`config.mk`:
```
export PLATFORM = sky130hd
export DESIGN_NAME = boot_reset_seq
export DESIGN_NICKNAME = d
export VERILOG_FILES = /design/src/rtl/boot_seq_pkg.sv /design/src/rtl/seq_phase_ctl.sv /design/src/rtl/irq_sync.sv /design/src/rtl/pin_router.sv /design/src/rtl/boot_reset_seq.sv
export SDC_FILE = /design/constraint.sdc
export NUM_CORES = 1
export LEC_CHECK = 0
export BUFFER_PORTS_ARGS = -buffer_cell sky130_fd_sc_hd__buf_2
export CAP_MARGIN = 40
export CORE_AREA = 2 2 39 41
export CTS_CLUSTER_DIAMETER = 150
export DETAILED_ROUTE_END_ITERATION = 6
export DIE_AREA = 0 0 41 43
export PLACE_DENSITY_LB_ADDON = 0.3
export SETUP_SLACK_MARGIN = 0.4
export SYNTH_ARGS = -nofsm -noshare
export SYNTH_HDL_FRONTEND = slang
export SYNTH_SLANG_ARGS = --single-unit
```
`constraint.sdc`:
```
create_clock -name clk -period 4.1 [get_ports clk]
set_input_delay 0.205 -clock clk [delete_from_list [all_inputs] [get_ports clk]]
set_output_delay 0.205 -clock clk [all_outputs]
set_load 0.03 [all_outputs]
```
`src/rtl/boot_seq_pkg.sv`:
```
package boot_seq_pkg;

    // Sequencer phases, in the order they occur after power-on reset.
    typedef enum logic [1:0] {
        PH_COLD   = 2'd0,
        PH_WARM   = 2'd1,
        PH_SETTLE = 2'd2,
        PH_RUN    = 2'd3
    } seq_phase_e;

    // Shared CPU-side pin group: bus grant plus the four interrupt lines.
    typedef struct packed {
        logic       gnt_n;
        logic [3:0] irq_n;
    } cpu_pins_t;

    // Synchronized external interrupt requests, both active low.
    typedef struct packed {
        logic dac_n;
        logic ir_n;
    } ext_irq_t;

    localparam int unsigned IRQ_LINES = 4;

    localparam cpu_pins_t PINS_PARKED = '{gnt_n: 1'b1, irq_n: 4'hF};

    // Maps the boot PROM width to the two-bit strap code.
    function automatic logic [1:0] prom_width_code(input int unsigned bits);
        case (bits)
            8:       return 2'b00;
            16:      return 2'b01;
            32:      return 2'b10;
            default: return 2'b11;
        endcase
    endfunction

    // Builds the configuration pattern that the CPU samples during reset.
    function automatic cpu_pins_t boot_pattern(input int unsigned bits,
                                               input bit          timer_en);
        cpu_pins_t p;
        p.gnt_n      = 1'b0;
        p.irq_n[3]   = 1'b1;
        p.irq_n[2]   = timer_en;
        p.irq_n[1:0] = prom_width_code(bits);
        return p;
    endfunction

    function automatic int unsigned max3(input int unsigned a,
                                         input int unsigned b,
                                         input int unsigned c);
        int unsigned m;
        m = (a > b) ? a : b;
        return (m > c) ? m : c;
    endfunction

endpackage

```
`src/rtl/seq_phase_ctl.sv`:
```
module seq_phase_ctl
    import boot_seq_pkg::*;
#(
    parameter int unsigned COLD_CYC   = 64,
    parameter int unsigned WARM_CYC   = 32,
    parameter int unsigned SETTLE_CYC = 4
) (
    input  logic       clk,
    input  logic       rst,
    output seq_phase_e phase
);

    localparam int unsigned MAX_CYC = max3(COLD_CYC, WARM_CYC, SETTLE_CYC);
    localparam int unsigned TW      = $clog2(MAX_CYC + 1);

    localparam logic [TW-1:0] COLD_LAST   = TW'(COLD_CYC - 1);
    localparam logic [TW-1:0] WARM_LAST   = TW'(WARM_CYC - 1);
    localparam logic [TW-1:0] SETTLE_LAST = TW'(SETTLE_CYC - 1);

    seq_phase_e    phase_q;
    seq_phase_e    phase_nxt;
    logic [TW-1:0] tmr_q;
    logic [TW-1:0] last_cnt;

    always_comb begin
        case (phase_q)
            PH_COLD:   begin last_cnt = COLD_LAST;   phase_nxt = PH_WARM;   end
            PH_WARM:   begin last_cnt = WARM_LAST;   phase_nxt = PH_SETTLE; end
            PH_SETTLE: begin last_cnt = SETTLE_LAST; phase_nxt = PH_RUN;    end
            default:   begin last_cnt = '0;          phase_nxt = PH_RUN;    end
        endcase
    end

    always_ff @(posedge clk) begin
        if (rst) begin
            phase_q <= PH_COLD;
            tmr_q   <= '0;
        end else if (phase_q != PH_RUN) begin
            if (tmr_q == last_cnt) begin
                phase_q <= phase_nxt;
                tmr_q   <= '0;
            end else begin
                tmr_q <= tmr_q + 1'b1;
            end
        end
    end

    assign phase = phase_q;

endmodule

```
`src/rtl/irq_sync.sv`:
```
module irq_sync #(
    parameter int unsigned WIDTH  = 2,
    parameter int unsigned STAGES = 2
) (
    input  logic             clk,
    input  logic             rst,
    input  logic [WIDTH-1:0] din_n,
    output logic [WIDTH-1:0] dout_n
);

    for (genvar b = 0; b < WIDTH; b++) begin : g_bit
        logic [STAGES-1:0] chain_q;

        always_ff @(posedge clk) begin
            if (rst) chain_q <= '1;
            else     chain_q <= {chain_q[STAGES-2:0], din_n[b]};
        end

        assign dout_n[b] = chain_q[STAGES-1];
    end

endmodule

```
`src/rtl/pin_router.sv`:
```
module pin_router
    import boot_seq_pkg::*;
#(
    parameter int unsigned BOOT_BITS = 16,
    parameter bit          TIMER_EN  = 1'b1
) (
    input  seq_phase_e phase,
    input  ext_irq_t   irq_s,
    output cpu_pins_t  pins,
    output logic       cold_n,
    output logic       warm_n,
    output logic       done
);

    localparam cpu_pins_t STRAPS = boot_pattern(BOOT_BITS, TIMER_EN);

    cpu_pins_t live;

    always_comb begin
        live          = PINS_PARKED;
        live.irq_n[0] = irq_s.ir_n;
        live.irq_n[1] = irq_s.dac_n;
    end

    assign done   = (phase == PH_RUN);
    assign cold_n = (phase != PH_COLD);
    assign warm_n = (phase == PH_SETTLE) || (phase == PH_RUN);
    assign pins   = done ? live : STRAPS;

endmodule

```
`src/rtl/boot_reset_seq.sv`:
```
module boot_reset_seq
    import boot_seq_pkg::*;
#(
    parameter int unsigned COLD_CYC    = 64,
    parameter int unsigned WARM_CYC    = 32,
    parameter int unsigned SETTLE_CYC  = 4,
    parameter int unsigned SYNC_STAGES = 2,
    parameter int unsigned BOOT_BITS   = 16,
    parameter bit          TIMER_EN    = 1'b1
) (
    input  logic       clk,
    input  logic       rst,
    input  logic       ir_irq_n,
    input  logic       dac_irq_n,
    output logic       cpu_cold_rst_n,
    output logic       cpu_warm_rst_n,
    output logic       cpu_gnt_n,
    output logic [3:0] cpu_irq_n,
    output logic       boot_done
);

    seq_phase_e phase;
    ext_irq_t   irq_raw;
    ext_irq_t   irq_s;
    cpu_pins_t  pins;

    assign irq_raw = '{dac_n: dac_irq_n, ir_n: ir_irq_n};

    seq_phase_ctl #(
        .COLD_CYC  (COLD_CYC),
        .WARM_CYC  (WARM_CYC),
        .SETTLE_CYC(SETTLE_CYC)
    ) i_phase (
        .clk  (clk),
        .rst  (rst),
        .phase(phase)
    );

    irq_sync #(
        .WIDTH (2),
        .STAGES(SYNC_STAGES)
    ) i_sync (
        .clk   (clk),
        .rst   (rst),
        .din_n (irq_raw),
        .dout_n(irq_s)
    );

    pin_router #(
        .BOOT_BITS(BOOT_BITS),
        .TIMER_EN (TIMER_EN)
    ) i_route (
        .phase (phase),
        .irq_s (irq_s),
        .pins  (pins),
        .cold_n(cpu_cold_rst_n),
        .warm_n(cpu_warm_rst_n),
        .done  (boot_done)
    );

    assign cpu_gnt_n = pins.gnt_n;
    assign cpu_irq_n = pins.irq_n;

endmodule

```
# Word level (Yosys, flattened, before mapping)
# Index checks and enable logic that the tools add are counted.
[word_totals] register_bits=13 wordCells=18
[op_classes] n_eq_ne=5 n_reduce_logical=4 n_addsub=1 muxes=4
[op_table] operator="6-bit case mux with 3 select lines" n=1
[op_table] operator="7-bit by 1-bit adder with 7-bit output (second input constant)" n=1
[op_table] operator="7-bit by 6-bit == test with 1-bit output" n=1
[op_table] operator="7-bit 2-to-1 mux" n=1
[op_table] operator="5-bit 2-to-1 mux" n=1
[op_table] operator="2-bit == test (second input constant)" n=2
[op_table] operator="2-bit case mux with 2 select lines" n=1
[op_table] operator="2-bit by 1-bit == test with 1-bit output (second input constant)" n=1
[op_table] operator="2-bit zero test" n=1
[op_table] operator="2-bit inequality test (second input constant)" n=1
[op_table] operator="2-bit AND reduction" n=1
[op_table] operator="2-bit nonzero test" n=1
[op_table] operator="1-bit logical OR" n=1

# Depth between registers and ports, before layout
[depth] ltp_word=4 depth_mapped=6 ltp_nobuf=5

# Modules after synthesis
# Synthesis repeated with hierarchy kept, for this count alone.
[unflattened] cells_unflattened=73 hier_area_um2=674.4
[by_module_without_submodules] mod="seq_phase_ctl" seq_area_each_um2=180.2 instances=1 area_per_inst_um2=495.5 cells_per_inst=54
[by_module_without_submodules] mod="irq_sync" seq_area_each_um2=80.1 instances=1 area_per_inst_um2=120.1 cells_per_inst=10
[by_module_without_submodules] mod="pin_router" seq_area_each_um2=0.0 instances=1 area_per_inst_um2=58.8 cells_per_inst=9

# Worst setup path before layout
# No wires, ideal clock.
[synth_timing] path_kind="register to register" from="register i_phase.phase_q[1], in the netlist i_phase.phase[1]" to="register i_phase.tmr_q[1]" required_ps=3970 setup_ps=130 n_path_buf=1 arrival_time_ps=1346 stages_incl_launch_ff=6 path_slack_ps=2623 synth_period_minus_slack_ps=1477 cell_sequence="dfxtp_1 -> buf_6 -> or3b_4 -> a22o_1 -> o311ai_1 -> a21oi_1"
[synth_between] elab_chain_cells=4 word_cells_on_any_way=7
[synth_rtl] element="from (decl)" line_no="seq_phase_ctl.sv:20" text="seq_phase_e phase_q;"
[synth_rtl] element="from (signal assigned)" line_no="seq_phase_ctl.sv:40" text="phase_q <= phase_nxt;"
[synth_rtl] element="2-bit == test (tied with other cells)" line_no="seq_phase_ctl.sv:26" text="case (phase_q)"
[synth_rtl] element="6-bit case mux with 3 select lines" line_no="seq_phase_ctl.sv:26"
[synth_rtl] element="7-bit by 6-bit == test with 1-bit output" line_no="seq_phase_ctl.sv:39" text="if (tmr_q == last_cnt) begin"
[synth_rtl] element="7-bit 2-to-1 mux" line_no="seq_phase_ctl.sv:39"
[synth_rtl] element="to (signal assigned)" line_no="seq_phase_ctl.sv:43" text="tmr_q <= tmr_q + 1'b1;"
[synth_rtl] element="to (decl)" line_no="seq_phase_ctl.sv:22" text="logic [TW-1:0] tmr_q;"
# Several ways; a longest one is shown, not always the timed one.
# A chain may end at the register's enable or synchronous reset.

# Worst setup path in the final report
[layout_timing] from="register i_phase.phase_q[1], in the netlist i_phase.phase[1]" to="output port cpu_irq_n[0]"
[layout_between] elab_chain_cells=2
[layout_rtl] element="2-bit == test" line_no="pin_router.sv:25" text="assign done = (phase == PH_RUN);"
[layout_rtl] element="5-bit 2-to-1 mux" line_no="pin_router.sv:28" text="assign pins = done ? live : STRAPS;"
[layout_rtl] element="to (decl)" line_no="boot_reset_seq.sv:18" text="output logic [3:0] cpu_irq_n,"
# Every way passes these cells.

==> impl_metrics.py <==
metrics = {
    "pwr": {
        "p_leak_nw": 0.300,
        "ir_drop_v": 0.000189,
        "power_per_cell_area_nw_per_um2": 322,
        "p_total_mw": 0.229,
    },
    "worst_setup_path": {
        "reg2reg_setup_slack_ns": 2.54,
        "start_kind": "flop",
        "crit_type": "reg2out",
        "startpoint": "i_phase.phase[1]",
        "crit_arrival_ns": 1.44,
        "rr_startpoint": "i_phase.phase[1]",
        "cp.required_ns": 3.89,
        "cp-end-kind": "primary output",
        "worstReg2RegEnd": "i_phase.tmr_q[1]",
        "rr_worst_depth": 4,
        "crit_fanout": 11,
    },
    "layout": {
        "syn_to_final_growth_pct": 7.16,
        "n_fill_cell": 148,
        "n_antenna_cell": 0,
        "layout-drive-gt1-share": 0.272,
        "area.sequential_um2": 260,
        "nets": 87,
        "multi_input_area_um2": 353,
        "fin_area_um2": 712,
    },
    "global_route": {
        "gr-usage-met3": 0.0314,
        "first_global_vias": 458,
        "antenna_found_initial": 0,
        "grt_use_total": 0.167,
        "grt_max_degree": 12,
        "grt_pass1_wl_mm": 1.90,
        "grt_overflow_total": 0,
        "gr-usage-met2": 0.225,
        "grtUsageMet1": 0.216,
        "top_usage_layer": "met2",
    },
    "logic_synthesis": {
        "avgSynthCellArea_um2": 9.10,
        "ys_warn_count": 0,
        "synth_area_leader_cell": "dfxtp_1",
        "muxShareOfSynthArea": 0,
        "synthFlopType": "dfxtp_1",
        "synthXorXnorAreaFrac": 0.0527,
        "synth_top_family_by_area": "simple AND/OR/NAND/NOR gates",
        "synth_area_leaders": "dfxtp_1, or2_2, xor2_1",
        "netlist-cell-type-count": 36,
        "synth_edf_count": 0,
        "synth_compound_area_frac": 0.179,
        "syn-cell-area_um2": 664,
        "ys_seq_elements": 13,
        "async_reset_ff_frac": 0,
        "synth_top_area_frac": 0.392,
        "synth_fa_ha_area_frac": 0.0188,
        "yosys.area_share.simple": 0.269,
        "seq_area_frac_synth": 0.392,
        "synth_cells": 73,
    },
    "placed_design": {
        "gp_congestion": 0.776,
        "pre_cts_ws_ns": 2.56,
        "portBuffers": 9,
        "hpwlAfterDp_um": 848,
        "placed_cell_area_um2": 686,
    },
    "worst_hold_path": {
        "min-delay-start": "dac_irq_n",
        "hp-class": "in2reg",
        "min_path_cells": 2,
        "min_to": "i_sync.g_bit[1].chain_q[0]",
    },
    "detailed_routing": {
        "routed_wl_mm": 1.12,
        "first_iter_violations": 9,
        "dr.pass1.iters": 4,
        "via_per_inst": 5.30,
        "ant_nets": 0,
        "num_vias": 514,
        "wl_per_cell_um": 11.6,
        "drc": 0,
    },
    "timing": {
        "post-route-min-period_ns": 1.64,
        "finalClockSkew_ns": 0.00265,
        "timing.hold.ws_ns": 0.110,
        "setup-violations-final": 0,
        "fmax_ghz": 0.609,
        "finalHoldViolCount": 0,
        "fin_crit_sh": 0.401,
        "slew_viol_final": 0,
        "rsz0062_at_grt": "false",
        "timing.final.ws_setup_ns": 2.46,
        "fin_setup_tns_ns": 0,
    },
    "floorplan": {
        "rows": 14,
        "start_util": 0.480,
        "die_w_um": 41,
        "coreArea_um2": 1380,
        "dieArea_um2": 1760,
        "io_pins": 12,
        "die-height_um": 43,
    },
    "clock_tree": {
        "cts_tree": "done",
        "post_cts_resized": 0,
        "root_buffer": "clkbuf_4",
        "cts_hold_buf": 0,
        "clk_latency_ns": 0.27,
        "clock_path_buffers": 2,
        "path_clk_slew_ns": 0.07,
        "postCtsSetupRepairBufs": 0,
        "clock_sinks": 13,
        "htree_levels": 1,
        "cts_inserted_buffers": 3,
    },
    "outcome": {
        "status": "finished clean",
    },
    "job": {
        "cap_viol_max_count": 0,
    },
}
-- cells by family (layout without fill, tap and decap cells) --
group                      after synthesis  in the layout
buffers and inverters                    8             15
and+or+nand+nor                         32             32
DFF                                     13             13
adders and majority gates                1              1
xor gates and xnor gates                 4              4
other                                    1              2
AOI/OAI and AO/OA                       14             14
-- sequential cells by signal (all words and copies together) (netlist names) --
register and cells:
i_phase.phase 2, i_sync.g_bit.chain_q 4, i_phase.tmr_q 7
-- stage by stage --
step	instances	util
4_1_cts	97	0.514
5_1_grt	97	0.514
6_report	97	0.514
3_3_place_gp	93	0.495
2_1_floorplan	74	-
3_5_place_dp	93	0.495
-- power by group --
part           leakage (nW)  internal, mW  switching, mW
Clock                0.0150        0.0377         0.0392
Combinational         0.179       0.00758        0.00953
Sequential            0.106         0.130        0.00455
-- final cells by class --
type / instances / share of cell area
Clock buffer: 4 / 0.0369
Inverter: 2 / 0.0105
Multi-Input combinational cell: 53 / 0.496
Sequential cell: 13 / 0.366
Tap cell: 16 / 0.0281
Timing Repair Buffer: 9 / 0.0633
-- Yosys cell counts (2+ instances only) --
master	instances
xor2_1	4
nor2_1	8
nand2_1	3
buf_4	3
or2_2	6
nand3_1	3
dfxtp_1	13
a22o_1	2
nand4_1	2
inv_1	2
a21oi_1	2
-- cells in the final DEF (no fill, tap or decap), drive strengths merged, types with 2 or more instances in the layout --
cell type | netlist | routed
dfxtp | 13 | 13
buf | 4 | 9
clkbuf | 1 | 4
nand2 | 3 | 3
and3 | 2 | 2
a21oi | 2 | 2
or2 | 6 | 6
nor2 | 8 | 8
a22oi | 2 | 2
nand4 | 2 | 2
nand3 | 3 | 3
xor2 | 4 | 4
inv | 2 | 2
conb | 1 | 2
a22o | 2 | 2
-- how the worst max path moves through the flow --
stage	to	slack, ns	cells past startpoint
after floorplan	i_phase.tmr_q[1]	2.62	5
after global placement	i_phase.tmr_q[1]	2.57	4
after detailed placement	i_phase.tmr_q[1]	2.56	4
after CTS	cpu_irq_n[0]	2.46	4
after global routing	cpu_irq_n[0]	2.35	4
final	cpu_irq_n[0]	2.46	4
-- layer usage --
metal  vias up  wire length [um]
li1        270                 -
met1       228               572
met2        12               469
met3         4                47
met4         0                34
met5         -                 0
-- worst max-delay path, stage by stage, from the launching register on --
cell      delay [ns]
dfxtp_1         0.50
nand2_1         0.19
inv_1           0.22
nand2b_1        0.08
buf_2           0.18
Note: power is estimated with default switching activity, not from simulation.
